File: src/rtl/fma_sc_pkg.sv
package fma_sc_pkg;

  typedef enum logic [2:0] {
    CLS_ZERO = 3'd0,
    CLS_SUB  = 3'd1,
    CLS_NORM = 3'd2,
    CLS_INF  = 3'd3,
    CLS_QNAN = 3'd4,
    CLS_SNAN = 3'd5
  } opclass_e;

  localparam logic [1:0] RM_TO_NEG = 2'd3;

  // operand slots in NaN precedence order (lowest index wins)
  localparam int SLOT_Z = 0;
  localparam int SLOT_X = 1;
  localparam int SLOT_Y = 2;
  localparam int N_OPS  = 3;

endpackage

File: src/rtl/fma_sc_signs.sv
module fma_sc_signs (
  input  logic x_sign,
  input  logic y_sign,
  input  logic z_sign,
  input  logic neg_prod,
  input  logic neg_add,
  output logic prod_sign,
  output logic add_sign
);

  always_comb begin
    prod_sign = (x_sign ^ y_sign) ^ neg_prod;
    add_sign  = z_sign ^ neg_add;
  end

endmodule

File: src/rtl/fma_sc_nan_pick.sv
module fma_sc_nan_pick
  import fma_sc_pkg::*;
#(
  parameter int EXP_W  = 11,
  parameter int FRAC_W = 52,
  localparam int W     = 1 + EXP_W + FRAC_W
) (
  input  logic [N_OPS*3-1:0] cls_pk,
  input  logic [N_OPS*W-1:0] raw_pk,
  output logic               nan_hit,
  output logic               nan_inv,
  output logic [W-1:0]       nan_val
);

  localparam int QBIT = FRAC_W - 1;

  logic [N_OPS-1:0] is_sn;
  logic [N_OPS-1:0] is_qn;
  logic [W-1:0]     quieted [N_OPS];
  logic [W-1:0]     as_is   [N_OPS];

  genvar g;
  generate
    for (g = 0; g < N_OPS; g++) begin : g_op
      opclass_e c;
      assign c          = opclass_e'(cls_pk[g*3 +: 3]);
      assign is_sn[g]   = (c == CLS_SNAN);
      assign is_qn[g]   = (c == CLS_QNAN);
      assign as_is[g]   = raw_pk[g*W +: W];
      assign quieted[g] = raw_pk[g*W +: W] | (W'(1) << QBIT);
    end
  endgenerate

  // later iterations overwrite earlier ones: walk from lowest priority up
  always_comb begin
    nan_hit = 1'b0;
    nan_inv = 1'b0;
    nan_val = '0;
    for (int i = N_OPS - 1; i >= 0; i--) begin
      if (is_qn[i]) begin
        nan_hit = 1'b1;
        nan_val = as_is[i];
      end
    end
    for (int i = N_OPS - 1; i >= 0; i--) begin
      if (is_sn[i]) begin
        nan_hit = 1'b1;
        nan_inv = 1'b1;
        nan_val = quieted[i];
      end
    end
  end

endmodule

File: src/rtl/fma_sc_arith.sv
module fma_sc_arith
  import fma_sc_pkg::*;
#(
  parameter int EXP_W  = 11,
  parameter int FRAC_W = 52,
  localparam int W     = 1 + EXP_W + FRAC_W
) (
  input  opclass_e     x_cls,
  input  opclass_e     y_cls,
  input  opclass_e     z_cls,
  input  logic         prod_sign,
  input  logic         add_sign,
  input  logic [W-1:0] z_raw,
  input  logic [1:0]   rmode,
  output logic         ar_hit,
  output logic         ar_inv,
  output logic         ar_go,
  output logic [W-1:0] ar_val
);

  localparam logic [W-2:0] MAG_INF  = {{EXP_W{1'b1}}, {FRAC_W{1'b0}}};
  localparam logic [W-1:0] DFLT_NAN = {1'b0, {EXP_W{1'b1}}, 1'b1, {(FRAC_W-1){1'b0}}};

  logic x_inf, y_inf, x_zero, y_zero, z_inf, z_zero;
  logic inf_times_zero, prod_inf, prod_zero;

  always_comb begin
    x_inf  = (x_cls == CLS_INF);
    y_inf  = (y_cls == CLS_INF);
    z_inf  = (z_cls == CLS_INF);
    x_zero = (x_cls == CLS_ZERO);
    y_zero = (y_cls == CLS_ZERO);
    z_zero = (z_cls == CLS_ZERO);
    inf_times_zero = (x_inf && y_zero) || (x_zero && y_inf);
    prod_inf  = x_inf || y_inf;
    prod_zero = x_zero || y_zero;
  end

  always_comb begin
    ar_hit = 1'b1;
    ar_inv = 1'b0;
    ar_go  = 1'b0;
    ar_val = '0;
    if (inf_times_zero) begin
      ar_inv = 1'b1;
      ar_val = DFLT_NAN;
    end else if (prod_inf) begin
      if (z_inf && (add_sign != prod_sign)) begin
        ar_inv = 1'b1;
        ar_val = DFLT_NAN;
      end else begin
        ar_val = {prod_sign, MAG_INF};
      end
    end else if (z_inf) begin
      ar_val = {add_sign, MAG_INF};
    end else if (prod_zero) begin
      if (z_zero) begin
        if (add_sign == prod_sign) ar_val = {add_sign, {(W-1){1'b0}}};
        else                       ar_val = {(rmode == RM_TO_NEG), {(W-1){1'b0}}};
      end else begin
        ar_val = {add_sign, z_raw[W-2:0]};
      end
    end else begin
      ar_hit = 1'b0;
      ar_go  = 1'b1;
    end
  end

endmodule

File: src/rtl/fma_sc_resolver.sv
module fma_sc_resolver
  import fma_sc_pkg::*;
#(
  parameter int EXP_W  = 11,
  parameter int FRAC_W = 52,
  localparam int W     = 1 + EXP_W + FRAC_W
) (
  input  logic         clk,
  input  logic         rst_n,
  input  logic         in_valid,
  input  logic [2:0]   x_cls,
  input  logic [2:0]   y_cls,
  input  logic [2:0]   z_cls,
  input  logic         x_sign,
  input  logic         y_sign,
  input  logic         z_sign,
  input  logic [W-1:0] x_raw,
  input  logic [W-1:0] y_raw,
  input  logic [W-1:0] z_raw,
  input  logic         neg_prod,
  input  logic         neg_add,
  input  logic [1:0]   rmode,
  output logic         out_valid,
  output logic         special,
  output logic [W-1:0] result,
  output logic         invalid,
  output logic         proceed,
  output logic         prod_sign,
  output logic         add_sign
);

  logic         eff_ps, eff_as;
  logic         nan_hit, nan_inv;
  logic [W-1:0] nan_val;
  logic         ar_hit, ar_inv, ar_go;
  logic [W-1:0] ar_val;

  logic         vld_d, spc_d, inv_d, go_d;
  logic [W-1:0] res_d;
  logic         vld_q, spc_q, inv_q, go_q, ps_q, as_q;
  logic [W-1:0] res_q;

  fma_sc_signs u_signs (
    .x_sign    (x_sign),
    .y_sign    (y_sign),
    .z_sign    (z_sign),
    .neg_prod  (neg_prod),
    .neg_add   (neg_add),
    .prod_sign (eff_ps),
    .add_sign  (eff_as)
  );

  fma_sc_nan_pick #(.EXP_W(EXP_W), .FRAC_W(FRAC_W)) u_nan (
    .cls_pk  ({y_cls, x_cls, z_cls}),
    .raw_pk  ({y_raw, x_raw, z_raw}),
    .nan_hit (nan_hit),
    .nan_inv (nan_inv),
    .nan_val (nan_val)
  );

  fma_sc_arith #(.EXP_W(EXP_W), .FRAC_W(FRAC_W)) u_arith (
    .x_cls     (opclass_e'(x_cls)),
    .y_cls     (opclass_e'(y_cls)),
    .z_cls     (opclass_e'(z_cls)),
    .prod_sign (eff_ps),
    .add_sign  (eff_as),
    .z_raw     (z_raw),
    .rmode     (rmode),
    .ar_hit    (ar_hit),
    .ar_inv    (ar_inv),
    .ar_go     (ar_go),
    .ar_val    (ar_val)
  );

  // next state
  always_comb begin
    vld_d = in_valid;
    spc_d = 1'b0;
    inv_d = 1'b0;
    go_d  = 1'b0;
    res_d = res_q;
    if (in_valid) begin
      if (nan_hit) begin
        spc_d = 1'b1;
        inv_d = nan_inv;
        res_d = nan_val;
      end else begin
        spc_d = ar_hit;
        inv_d = ar_inv;
        go_d  = ar_go;
        res_d = ar_val;
      end
    end
  end

  // control flags: always updated, cleared on idle cycles
  always_ff @(posedge clk or negedge rst_n) begin
    if (!rst_n) begin
      vld_q <= 1'b0;
      spc_q <= 1'b0;
      inv_q <= 1'b0;
      go_q  <= 1'b0;
    end else begin
      vld_q <= vld_d;
      spc_q <= spc_d;
      inv_q <= inv_d;
      go_q  <= go_d;
    end
  end

  // data: enabled by in_valid only
  always_ff @(posedge clk or negedge rst_n) begin
    if (!rst_n) begin
      res_q <= '0;
      ps_q  <= 1'b0;
      as_q  <= 1'b0;
    end else if (in_valid) begin
      res_q <= res_d;
      ps_q  <= eff_ps;
      as_q  <= eff_as;
    end
  end

  assign out_valid = vld_q;
  assign special   = spc_q;
  assign result    = res_q;
  assign invalid   = inv_q;
  assign proceed   = go_q;
  assign prod_sign = ps_q;
  assign add_sign  = as_q;

endmodule

File: config.mk
export PLATFORM = sky130hd
export DESIGN_NAME = fma_sc_resolver
export DESIGN_NICKNAME = d
export VERILOG_FILES = /design/src/rtl/fma_sc_pkg.sv /design/src/rtl/fma_sc_signs.sv /design/src/rtl/fma_sc_nan_pick.sv /design/src/rtl/fma_sc_arith.sv /design/src/rtl/fma_sc_resolver.sv
export SDC_FILE = /design/constraint.sdc
export NUM_CORES = 1
export LEC_CHECK = 0
export BUFFER_PORTS_ARGS = -buffer_cell sky130_fd_sc_hd__buf_2
export CAP_MARGIN = 10
export CORE_MARGIN = 1.5
export CORE_UTILIZATION = 30
export DETAILED_ROUTE_END_ITERATION = 16
export HOLD_SLACK_MARGIN = 0.15
export SETUP_SLACK_MARGIN = 0.05
export SLEW_MARGIN = 20
export SYNTH_ARGS = -nofsm -noshare
export SYNTH_HDL_FRONTEND = slang
export SYNTH_SLANG_ARGS = --single-unit
File: constraint.sdc
create_clock -name clk -period 0.95 [get_ports clk]
set_input_delay 0.1425 -clock clk [delete_from_list [all_inputs] [get_ports clk]]
set_output_delay 0.1425 -clock clk [all_outputs]
set_load 0.02 [all_outputs]
Yosys cells after proc, flatten, opt, wreduce, memory -nomap -nowiden:

Index checks and enable logic that the tools add are counted.

* bits in registers: 70
* latch bits: 0
* RAM bits: 0
* ROM bits: 0
* bits of input ports: 211
* output and inout port bits: 70
* logic and storage cells: 71
* memories kept: 0

* add/subtract/negate cells: 0
* $mul: 0
* div/mod/pow operators: 0
* magnitude comparators: 0
* equal/unequal tests: 12
* shift operators: 0
* multiplexer cells: 40
* bitwise logic cells: 3
* reductions and logical operators: 9

Operator list (count)
* $mux 64: 14
* $mux 1: 26
* $eq 3x3->1 const B: 6
* $eq 3x2->1 const B: 3
* $logic_not 3->1: 3
* $logic_and 1x1->1: 3
* $logic_or 1x1->1: 3
* $xor 1x1->1: 3
* $eq 2x2->1 const B: 1
* $eq 1x1->1: 1
* $ne 1x1->1: 1

Depth between registers and ports, before layout:

Gate-level depths: netlist of the first run.

* depth after elaboration: 10
* depth in mapped cells: 9
* depth with buffers taken out: 6

Hierarchy:

From an unflattened synthesis of the first run, not the netlist that was laid out.

* cells, all modules: 926
* area total of the unflattened synthesis: 7413.4 µm²

By module, submodules not included
* fma_sc_nan_pick: times used 1, cells an instance 535, area an instance 3547.2 µm², sequential area each 0.0 µm²
* fma_sc_resolver: times used 1, cells an instance 292, area an instance 3181.8 µm², sequential area each 1751.7 µm²
* fma_sc_arith: times used 1, cells an instance 97, area an instance 651.9 µm², sequential area each 0.0 µm²
* fma_sc_signs: times used 1, cells an instance 2, area an instance 32.5 µm², sequential area each 0.0 µm²

Worst setup path after synthesis of the first run:

Ideal clock, no wire load.

* path kind: input -> register
* start: in y_cls[0]
* end: reg res_q[0] (netlist: result[0])
* library setup time: 0.121 ns
* arrival: 1.544 ns
* data required time: 0.829 ns
* path slack: -0.715 ns
* cell stages on the path: 8
* buffers on the path: 2
* cell sequence: clkbuf_1 inv_1 a32oi_1 nand2_1 a311oi_4 buf_6 nor2b_1 o22a_1

* longest elaborated chain between the ends: 8
* elaborated cells on any way between the ends: 26
* classes of those cells: eq/ne: 3; mux: 17; reduce/logical: 6

RTL lines
* from (decl): line fma_sc_resolver.sv:12 `input logic [2:0] y_cls,`
* $eq 3x3->1: line fma_sc_nan_pick.sv:28 `assign is_qn[g] = (c == CLS_QNAN);`
* $mux 64 or $mux 1 (tied branches) (3 in series): line fma_sc_nan_pick.sv:40 `if (is_qn[i]) begin`
* $mux 64 or $mux 1 (tied branches) (3 in series): line fma_sc_nan_pick.sv:46 `if (is_sn[i]) begin`
* $mux 64 *: line fma_sc_resolver.sv:83 `if (nan_hit) begin`
* to (signal assigned): line fma_sc_resolver.sv:118 `res_q <= res_d;`
* to (decl): line fma_sc_resolver.sv:41 `logic [W-1:0] res_q;`

Every way passes the cells marked *; elsewhere a longest branch is shown, timed or not.
A chain may end at the register's enable or synchronous reset.

Final worst setup path of the first run:

* start: in z_cls[2]
* end: reg res_q[35] (netlist: result[35])

* longest elaborated chain between the ends: 7
* elaborated cells on any way between the ends: 18
* classes of those cells: eq/ne: 3; mux: 14; reduce/logical: 1

RTL lines
* from (decl): line fma_sc_resolver.sv:13 `input logic [2:0] z_cls,`
* $logic_not 3->1: line fma_sc_arith.sv:33 `z_zero = (z_cls == CLS_ZERO);`
* $mux 64: line fma_sc_arith.sv:57 `if (z_zero) begin`
* $mux 64: line fma_sc_arith.sv:56 `end else if (prod_zero) begin`
* $mux 64: line fma_sc_arith.sv:54 `end else if (z_inf) begin`
* $mux 64: line fma_sc_arith.sv:47 `end else if (prod_inf) begin`
* $mux 64: line fma_sc_arith.sv:44 `if (inf_times_zero) begin`
* $mux 64 *: line fma_sc_resolver.sv:83

Marks and branches as above.

==> results.sh, run 1 <==
export IMPL_outcome="finished with violations"
export IMPL_violations="negative setup slack"
export IMPL_swShare_pct=33.29
export IMPL_numCtsBuffers=9
export IMPL_ir_drop_uv=738.4
export IMPL_syn2layout_area_growth_pct=81.01
export IMPL_vias=7172
export IMPL_startpoint_type="primary input"
export IMPL_max_clock_path_buffers=2
export IMPL_muxShareOfSynthArea_pct=0.4128
export IMPL_wl_um=25330
export IMPL_p_leak_nw=4.273
export IMPL_synthXorXnorAreaFrac_pct=0.8028
export IMPL_fillers=1622
export IMPL_critPathArrivalTime_ns=1.62
export IMPL_coreArea_um2=17900
export IMPL_synth_seq_area_share_pct=32.11
export IMPL_grtUsageTotal_pct=24.88
export IMPL_critical_path_class="primary input to register"
export IMPL_port_buffers=280
export IMPL_design_die_area_um2=19000
export IMPL_die_height_um=137.9
export IMPL_avgSynthCellArea_um2=8.885
export IMPL_ios=281
export IMPL_hold_class="primary input to register"
export IMPL_max_stage_delay_ns=0.30
export IMPL_cp_end_kind="register"
export IMPL_fmax_mhz=711.0
export IMPL_final_design_area_no_fill_um2=9874
export IMPL_syn_nets=825
export IMPL_antenna_found_initial=2
export IMPL_finalClockSkew_ns=0
export IMPL_detail_route_antenna_nets=0
export IMPL_slowest_stage="a311oi_4"
export IMPL_hold_violations=0
export IMPL_cts_clk_slew_worst_paths_ns=0.06
export IMPL_async_flop_share_pct=100.0
export IMPL_yosys_warnings=0
export IMPL_drive_gt1_share_pct=53.17
export IMPL_grt_pass1_wl_um=36920
export IMPL_cts_tree="built"
export IMPL_overflow=0
export IMPL_min_period_over_period_pct=148.0
export IMPL_insertion_delay_ns=0.33
export IMPL_htreeDepth=3
export IMPL_first_pass_iters=5
export IMPL_fin_hold_ws_ns=0.1578
export IMPL_p_int_mw=8.754
export IMPL_synth_cell_types=45
export IMPL_pwr_share_seq_pct=28.7
export IMPL_power_switching_mw=4.369
export IMPL_final_min_clock_period_ns=1.406
export IMPL_maxCapViolCount=0
export IMPL_clock_power_share_pct=28.8
export IMPL_floorplan_initialDensity_pct=30.47
export IMPL_synth_seq_cells=70
export IMPL_dp_hpwl_um=16180
export IMPL_worst_pin_slew_ns=0.3154
export IMPL_syn_area_um2=5455
export IMPL_synth_edf_count=0
export IMPL_place_area_um2=7848
export IMPL_grt_max_degree=38
export IMPL_grt_pass1_vias=7088
export IMPL_drv_slew=0
export IMPL_power_frac_comb_pct=42.6
export IMPL_syn_inst=614
export IMPL_gp_congestion=0.8763
export IMPL_synth_flop_cell="dfrtp_1"
export IMPL_synth_compound_area_share_pct=44.59
export IMPL_path_cells="buf_4, and3b_2, buf_4, a311oi_4, buf_6, clkbuf_16, nor2b_1, o22a_1"
export IMPL_path_buf_inv=4
export IMPL_clock_sink_count=70
export IMPL_crit_required_ns=1.16
export IMPL_nets=1184
export IMPL_path_delay_family="buffers and inverters"
export IMPL_cp_common_cell="buf_4"
export IMPL_place_ws_ns=-0.8880
export IMPL_clock_root_buffer="clkbuf_16"
export IMPL_routed_via_density=5.937
export IMPL_detail_route_wl_per_cell_um=20.97
export IMPL_synth_top_family_by_area="compound AO/OA/AOI/OAI gates"
export IMPL_fp_row_count=49
export IMPL_fin_ws_ns=-0.4564
export IMPL_setup_tns_ns=-30.90
export IMPL_rsz0062_at_grt="true"
export IMPL_drt_iter0_drc=455
export IMPL_die_w_um=137.9
export IMPL_synthSimpleGateAreaFrac_pct=14.84
export IMPL_setup_violations=137
export IMPL_synthAdderAreaFrac_pct=0
export IMPL_max_slew_margin_pct=78.97
export IMPL_drc=0
export IMPL_power_density_nw_per_um2=1329
export IMPL_crit_fanout=6
power by group through the flow:
stage	Sequential [mW]	Clock (mW)	Combinational, mW
5_1_grt	3.81	3.96	5.96
6_report	3.77	3.77	5.58
3_5_place_dp	3.70	0	4.13
3_3_place_gp	3.71	0	4.10
4_1_cts	3.76	3.86	5.08
2_1_floorplan	4.22	0	1.78
per-layer routing:
layer	wire length, um	GRT usage, %
met5	13	0
met4	558	8.507
met3	2152	6.396
met2	12300	41.43
met1	10300	31.22
metrics by stage:
stage | power (mW) | util, % | instances
6_report | 13.12 | 55.16 | 1208
5_1_grt | 13.73 | 55.14 | 1207
4_1_cts | 12.70 | 51.67 | 1185
3_5_place_dp | 7.838 | 43.84 | 1126
3_3_place_gp | 7.812 | 43.84 | 1126
2_1_floorplan | 6.003 | - | 614
registers in the layout, indices dropped and copies added (netlist names):
signal,count
proceed,1
prod_sign,1
invalid,1
result,64
special,1
out_valid,1
add_sign,1
timing repair:
item | 4_1_cts | 5_1_grt
endpoints found under the setup margin | 137 | 137
hold buffers | 14 | 0
pin swaps | 11 | 12
setup buffers | 25 | 15
hold endpoints to repair | 84 | 0
gates cloned | 4 | 8
resized for setup | 193 | 70
cell usage in the layout, fill, tap and decap left out, types with 4 or more instances in the layout:
master | netlist | final
nand2_1 | 62 | 56
nand2_4 | 0 | 4
o221ai_1 | 61 | 60
buf_16 | 0 | 5
inv_1 | 13 | 11
nand2b_4 | 0 | 5
o21a_1 | 12 | 12
buf_12 | 0 | 26
clkbuf_16 | 0 | 15
dfrtp_1 | 70 | 69
dlygate4sd3_1 | 0 | 14
o32ai_2 | 0 | 10
nor2b_2 | 0 | 4
buf_6 | 5 | 86
nor2_1 | 12 | 9
a221oi_1 | 73 | 49
nor2b_1 | 54 | 32
nor2b_4 | 0 | 18
a21oi_1 | 17 | 15
o211ai_1 | 51 | 51
a221oi_2 | 1 | 25
o22a_1 | 51 | 51
buf_4 | 0 | 81
buf_2 | 28 | 200
cells by family after synthesis:
logic type | Yosys count
compound gates | 295
xor+xnor | 5
buf+inv | 86
flops | 70
mux | 2
simple gates | 156
layout make-up:
cell class,count,area [um^2],area share [%]
multi-input cells,458,3889,39.38
repair buffers,421,3571,36.16
flip-flops and latches,70,1753,17.75
well taps,229,286.5,2.902
clock buffers,10,239.0,2.420
clock inverters,6,85.08,0.8616
inverters,13,48.80,0.4942
diodes,1,2.502,0.02534
path summary, 6_finish.rpt:
path                                   startpoint                endpoint  slack [ns]  depth (start not counted)
setup / recovery                         z_cls[2]  result[35]$_DFFE_PN0P_       -0.46                          8
hold / removal                           z_raw[8]   result[8]$_DFFE_PN0P_        0.16                          3
setup reg to reg           result[43]$_DFFE_PN0P_  result[43]$_DFFE_PN0P_           0                          3
hold reg to reg             result[5]$_DFFE_PN0P_   result[5]$_DFFE_PN0P_        0.52                          1
max in group asynchronous                   rst_n  result[30]$_DFFE_PN0P_        0.38                          3
min in group asynchronous                   rst_n  result[53]$_DFFE_PN0P_        0.32                          3
cell usage after synthesis, drive strengths merged, types with 2 or more instances:
| master | instances | area (um^2) |
|---|---|---|
| a21oi | 17 | 85.08 |
| a221oi | 74 | 654.4 |
| a31oi | 3 | 18.77 |
| and2 | 2 | 12.51 |
| and3 | 2 | 12.51 |
| and3b | 3 | 26.28 |
| buf | 34 | 200.2 |
| clkbuf | 39 | 146.4 |
| dfrtp | 70 | 1752 |
| inv | 13 | 48.80 |
| mux2 | 2 | 22.52 |
| nand2 | 62 | 232.7 |
| nand2b | 5 | 31.28 |
| nand3 | 3 | 15.01 |
| nand3b | 2 | 15.01 |
| nor2 | 13 | 51.30 |
| nor2b | 54 | 337.8 |
| nor3 | 3 | 15.01 |
| o211ai | 51 | 382.9 |
| o21a | 12 | 90.09 |
| o21ai | 5 | 25.02 |
| o221ai | 61 | 534.3 |
| o22a | 51 | 446.7 |
| o31ai | 3 | 22.52 |
| o32ai | 11 | 96.34 |
| xnor2 | 2 | 17.52 |
| xor2 | 3 | 26.28 |
worst register-to-register path, cell delays in order, from the launching register on:
cell     delay [ns]
dfrtp_1        0.40
buf_4          0.14
buf_4          0.12
o22a_1         0.19
Note: power is estimated with default switching activity, not from simulation.
==> run 2: changes to the inputs <==
Settings changed: SLEW_MARGIN 20 to 10, SYNTH_HIERARCHICAL set to 1.
==> run 2 against run 1 <==
The run still ends with negative setup slack left. Global-route usage is 1.6 points lower. Utilization is 7.4 points lower. Clock skew stayed put. Worst setup slack better by 0.0080 ns. Critical path depth is 2 higher. Combinational power is 9.3% higher. First-iteration DRC count is 130% higher. Flip-flop and latch count stayed put. Total power is 4.2% higher. Clock-buffer cell count is 2 higher. Sequential share of layout area is 2.6 points lower. Critical endpoint is now result[29]$_DFFE_PN0P_. Largest power group unchanged.
==> results.sh, run 2 <==
export IMPL_syn_inst=926
export IMPL_largest_reg_flops=64
export IMPL_htreeDepth=3
export IMPL_min_period_over_period_pct=147.2
export IMPL_fillers=2365
export IMPL_startpoint_type="primary input"
export IMPL_clock_root_buffer="clkbuf_16"
export IMPL_power_frac_comb_pct=44.6
export IMPL_synth_cell_types=45
export IMPL_rsz0062_at_grt="true"
export IMPL_numCtsBuffers=9
export IMPL_drc=0
export IMPL_critPathArrivalTime_ns=1.61
export IMPL_grtUsageTotal_pct=23.33
export IMPL_crit_required_ns=1.17
export IMPL_final_cell_mix="buf_2 (203), a21oi_1 (163), nor2_1 (130), buf_4 (118), a21oi_2 (92)"
export IMPL_overflow=0
export IMPL_violations="negative setup slack"
export IMPL_power_density_nw_per_um2=1182
export IMPL_nets=1499
export IMPL_critical_path_class="primary input to register"
export IMPL_outcome="finished with violations"
export IMPL_placedCellCount=1544
export IMPL_port_buffers=280
export IMPL_synthTopCellsByCount="a21oi_1 (197), nor2_1 (131), dfrtp_1 (70)"
export IMPL_pwr_share_seq_pct=27.0
export IMPL_path_buf_inv=4
export IMPL_synthTopCellsByArea="dfrtp_1 (24%), a21oi_1 (13%), mux2i_1 (8.9%)"
export IMPL_crit_start="x_cls[1]"
export IMPL_fp_row_count=57
export IMPL_setup_violations=137
export IMPL_insertion_delay_ns=0.34
export IMPL_slowest_stage="buf_12"
export IMPL_antenna_found_initial=3
export IMPL_grt_pass1_vias=8602
export IMPL_maxCapViolCount=0
export IMPL_ir_drop_uv=598.2
export IMPL_synth_top_area_share_pct=23.63
export IMPL_multi_input_area_um2=5146
export IMPL_cts_clk_slew_worst_paths_ns=0.07
export IMPL_clock_power_share_pct=28.4
export IMPL_dp_hpwl_um=20390
export IMPL_ios=281
export IMPL_gp_congestion=0.8208
export IMPL_worst_pin_slew_ns=0.4472
export IMPL_avgSynthCellArea_um2=8.006
export IMPL_fin_cells=1620
export IMPL_wl_um=32750
export IMPL_syn_nets=1137
export IMPL_grt_max_degree=71
export IMPL_r2r_start="result[53]$_DFFE_PN0P_"
export IMPL_cp_end_kind="register"
export IMPL_drv_slew=0
export IMPL_drive_gt1_share_pct=45.32
export IMPL_yosys_warnings=6
export IMPL_fin_ws_ns=-0.4484
export IMPL_finalClockSkew_ns=0
export IMPL_detail_route_antenna_nets=0
export IMPL_first_pass_iters=6
export IMPL_synth_seq_area_share_pct=23.63
export IMPL_synth_top_area_cell="dfrtp_1"
export IMPL_grt_pass1_wl_um=47240
export IMPL_fin_util_pct=47.72
export IMPL_syn2layout_area_growth_pct=56.08
export IMPL_max_clock_path_buffers=2
export IMPL_vias=9134
export IMPL_clock_sink_count=70
export IMPL_hold_class="primary input to register"
export IMPL_fmax_mhz=715.1
export IMPL_synth_flop_cell="dfrtp_1"
export IMPL_drt_iter0_drc=1067
export IMPL_syn_area_um2=7413
export IMPL_synth_edf_count=0
export IMPL_coreArea_um2=24250
export IMPL_async_flop_share_pct=100.0
export IMPL_floorplan_initialDensity_pct=30.57
export IMPL_power_switching_mw=4.818
export IMPL_swShare_pct=35.23
export IMPL_path_delay_family="buffers and inverters"
export IMPL_p_leak_nw=5.234
export IMPL_final_min_clock_period_ns=1.398
export IMPL_path_cells="buf_12, buf_4, nor2b_1, buf_4, nand3_4, buf_12, o22ai_1, a21oi_2, mux2i_1, a21oi_1"
export IMPL_total_power_mw=13.68
export IMPL_yosysMostFrequentCell="a21oi_1"
export IMPL_max_slew_margin_pct=70.19
export IMPL_synth_seq_cells=70
export IMPL_die_height_um=160.2
export IMPL_regArea_um2=1752
export IMPL_die_w_um=160.2
export IMPL_fin_hold_ws_ns=0.2121
export IMPL_design_die_area_um2=25660
export IMPL_routed_via_density=5.638
export IMPL_min_from="z_raw[57]"
export IMPL_final_common_cell="buf_2"
export IMPL_cts_tree="built"
export IMPL_crit_fanout=29
export IMPL_max_stage_delay_ns=0.21
export IMPL_detail_route_wl_per_cell_um=20.21
export IMPL_hold_violations=0
export IMPL_p_int_mw=8.857
==> run 2: cell count changes after synthesis, sizes merged, moves of 43 or more <==
cell / previous run / this run
nand2: 62 / 4
nand4b: 1 / 63
o22a: 51 / 1
o221ai: 61 / 1
nor2: 13 / 131
o211ai: 51 / 0
a21oi: 17 / 256
mux2i: 0 / 66
nor2b: 54 / 3
a221oi: 74 / 0
a211o: 1 / 63
and2: 2 / 52
o22ai: 1 / 63
buf: 34 / 77
==> run 2: timing repair <==
action / in CTS / in global routing
setup endpoints to repair: 137 / 137
pin swaps: 14 / 17
hold buffers: 2 / 0
setup buffers: 7 / 36
resized for setup: 51 / 143
cloned: 2 / 10
hold endpoints to repair: 71 / 0
==> run 2: logic make-up (layout without fill, tap and decap cells) <==
family	count (synthesis)	in the layout	synth area share, %
simple gates	269	269	20.83
xor+xnor	3	3	0.5570
compound gates	407	407	35.63
mux	68	68	9.215
other cells	0	3	0
buf+inv	109	476	10.14
flops	70	70	23.63
==> run 2: worst paths after layout <==
check                                    endpoint  slack [ns]  cells past startpoint
hold / removal             result[57]$_DFFE_PN0P_        0.21                      4
max in group asynchronous  result[28]$_DFFE_PN0P_        0.22                      3
setup / recovery           result[29]$_DFFE_PN0P_       -0.45                     10
hold reg to reg            result[23]$_DFFE_PN0P_        0.55                      2
setup reg to reg           result[53]$_DFFE_PN0P_        0.13                      3
min in group asynchronous       proceed$_DFF_PN0_        0.36                      3
==> run 2: final cells by class <==
type                       count  share of cell area [%]
antenna                        3                 0.06488
clock buffer                  12                   2.130
clock inverter                 4                  0.6055
inverter                       3                 0.09732
multi-input combinational    747                   44.47
sequential                    70                   15.14
tap                          324                   3.503
timing repair buffer         457                   33.99
==> run 2: layer usage <==
metal / track usage (%) / wire (um)
met1: 30.09 / 13350
met2: 38.83 / 15740
met3: 4.286 / 2823
met4: 8.411 / 830
met5: 0 / 0
==> run 2: worst reg2reg max path, stage by stage (launching register included) <==
cell     delay [ns]
dfrtp_1        0.41
buf_4          0.14
nor2_1         0.09
a21oi_1        0.06
==> run 2: through the flow <==
step	setup WS, ns	setup TNS, ns	instance area, um^2
4_1_cts	-0.3843	-28.62	10570
3_5_place_dp	-0.9097	-55.18	9936
5_1_grt	-0.4827	-35.39	11570
6_report	-0.4484	-28.96	11570
2_1_floorplan	-0.4098	-26.62	7602
3_3_place_gp	-0.8773	-52.71	9936
==> run 2: power groups by stage <==
stage | Combinational, mW | Clock (mW) | Sequential (mW)
after floorplan | 2.50 | 0 | 4.12
after global placement | 4.94 | 0 | 3.65
after detailed placement | 5.02 | 0 | 3.65
after global routing | 6.49 | 4.11 | 3.72
final | 6.10 | 3.89 | 3.69
after CTS | 5.21 | 4.01 | 3.62
==> run 3: changes to the inputs <==
Settings changed: BUFFER_PORTS_ARGS -buffer_cell sky130_fd_sc_hd__buf_2 to -buffer_cell sky130_fd_sc_hd__clkbuf_2, CORE_ASPECT_RATIO set to 2.
==> run 3 against run 2 <==
The flow still finishes with violations (negative setup slack). Combinational power rose by 3%. Worst setup slack lost 0.055 ns. Fmax down 3.8%.
==> results.sh, run 3 (synthesis gave the netlist of run 2 again) <==
export IMPL_r2r_cells=3
export IMPL_placedCellCount=1537
export IMPL_crit_required_ns=1.24
export IMPL_place_area_um2=10120
export IMPL_drive_gt1_share_pct=48.90
export IMPL_fp_row_count=81
export IMPL_violations="negative setup slack"
export IMPL_worst_pin_slew_ns=0.4127
export IMPL_coreArea_um2=24320
export IMPL_cp_end_kind="register"
export IMPL_critical_path_class="primary input to register"
export IMPL_grt_pass1_vias=8949
export IMPL_drv_slew=0
export IMPL_fin_util_pct=48.60
export IMPL_dp_hpwl_um=22480
export IMPL_setup_violations=136
export IMPL_die_w_um=114.2
export IMPL_wl_um=33320
export IMPL_hold_class="primary input to register"
export IMPL_htreeDepth=3
export IMPL_fin_cells=1615
export IMPL_first_pass_iters=8
export IMPL_power_density_nw_per_um2=1121
export IMPL_max_slew_margin_pct=72.48
export IMPL_ir_drop_uv=587.5
export IMPL_p_leak_nw=5.446
export IMPL_min_delay_path_depth=2
export IMPL_crit_fanout=7
export IMPL_detail_route_wl_per_cell_um=20.63
export IMPL_routed_via_density=5.744
export IMPL_cts_clk_slew_worst_paths_ns=0.06
export IMPL_overflow=0
export IMPL_antenna_found_initial=2
export IMPL_final_design_area_no_fill_um2=11820
export IMPL_insertion_delay_ns=0.37
export IMPL_floorplan_initialDensity_pct=30.48
export IMPL_grtUsageTotal_pct=24.34
export IMPL_critPathArrivalTime_ns=1.74
export IMPL_gp_congestion=0.8701
export IMPL_outcome="finished with violations"
export IMPL_rsz0062_at_grt="true"
export IMPL_startpoint_type="primary input"
export IMPL_final_min_clock_period_ns=1.453
export IMPL_fmax_mhz=688.3
export IMPL_clock_root_buffer="clkbuf_16"
export IMPL_largest_reg_flops=64
export IMPL_drc=0
export IMPL_cts_tree="built"
export IMPL_nets=1531
export IMPL_final_cell_mix="clkbuf_2 (202), buf_4 (156), a21oi_1 (132), nor2_1 (130), a21oi_2 (123)"
export IMPL_ios=281
export IMPL_min_period_over_period_pct=152.9
export IMPL_finalClockSkew_ns=0
export IMPL_fin_ws_ns=-0.5029
export IMPL_design_die_area_um2=25720
export IMPL_final_common_cell="clkbuf_2"
export IMPL_multi_input_area_um2=5238
export IMPL_max_clock_path_buffers=2
export IMPL_hold_violations=0
export IMPL_port_buffers=280
export IMPL_regArea_um2=1753
export IMPL_maxCapViolCount=0
export IMPL_grt_max_degree=60
export IMPL_syn2layout_area_growth_pct=59.46
export IMPL_detail_route_antenna_nets=0
export IMPL_fillers=2343
export IMPL_r2r_slack_ns=-0.05
export IMPL_vias=9277
export IMPL_drt_iter0_drc=575
export IMPL_clock_sink_count=70
export IMPL_grt_pass1_wl_um=47980
export IMPL_die_height_um=225.3
export IMPL_numCtsBuffers=9
==> run 3: changes by cell type in the layout (fill, tap and decap cells not counted), sizes merged <==
cell / delta
buf: -182
bufbuf: +1
bufinv: -2
clkbuf: +214
diode: -1
dlygate4sd3: -1
==> run 3: what timing repair did <==
| action | CTS | global route |
|---|---|---|
| resized for setup | 81 | 195 |
| pin swaps | 61 | 70 |
| hold endpoints to repair | 70 | 0 |
| hold buffers | 1 | 0 |
| buffers inserted | 23 | 30 |
| endpoints found under the setup margin | 137 | 137 |
| gates cloned | 4 | 5 |
==> run 3: worst paths after layout <==
kind                                        startpoint                endpoint
worst max register to register   prod_sign$_DFFE_PN0P_   prod_sign$_DFFE_PN0P_
max in group asynchronous                        rst_n  result[63]$_DFFE_PN0P_
min in group asynchronous                        rst_n  result[60]$_DFFE_PN0P_
worst min register to register  result[33]$_DFFE_PN0P_  result[33]$_DFFE_PN0P_
worst min-delay path                          in_valid     out_valid$_DFF_PN0_
worst max-delay path                          x_cls[0]  result[26]$_DFFE_PN0P_
==> run 3: area by class of cell <==
cell class	count	share of cell area, %
multi-input cells	747	44.31
repair buffers	489	35.49
flip-flops and latches	70	14.83
well taps	290	3.069
clock buffers	12	2.085
inverters	3	0.09526
clock inverters	2	0.08467
diodes	2	0.04234
==> run 3: layer usage <==
layer,up-vias,GRT usage [%],part of all wire [%]
met2,455,42.60,52
met1,4447,26.32,36
met4,0,16.17,6.4
li1,4243,-,-
met5,-,0,0
met3,132,4.545,5.7
==> run 3: critical path: stages <==
cell and delay (ns):
clkbuf_16 0.13, buf_6 0.12, nor3b_4 0.20, buf_4 0.16, buf_12 0.15, buf_12 0.14
a21oi_2 0.05, a211o_1 0.26, a21oi_2 0.13, mux2i_1 0.09, a21oi_1 0.16
==> run 3: stage by stage <==
stage	hold WS (ns)	setup TNS (ns)	setup slack [ns]	total power, mW
after floorplan	-0.1531	-26.62	-0.4098	6.616
after global placement	0.1443	-52.96	-0.8977	8.733
after detailed placement	0.1455	-54.86	-0.8785	8.795
after CTS	0.1733	-35.97	-0.4572	12.59
after global routing	0.1866	-40.98	-0.5576	13.89
final	0.1945	-35.93	-0.5029	13.25
==> run 3: where the power goes <==
| part | internal, mW | leakage [nW] | switching, mW | total (mW) |
|---|---|---|---|---|
| registers | 3.38 | 0.831 | 0.341 | 3.72 |
| logic | 3.26 | 4.49 | 3.02 | 6.28 |
| clock network | 1.80 | 0.128 | 1.45 | 3.25 |
| total | 8.44 | 5.45 | 4.81 | 13.2 |
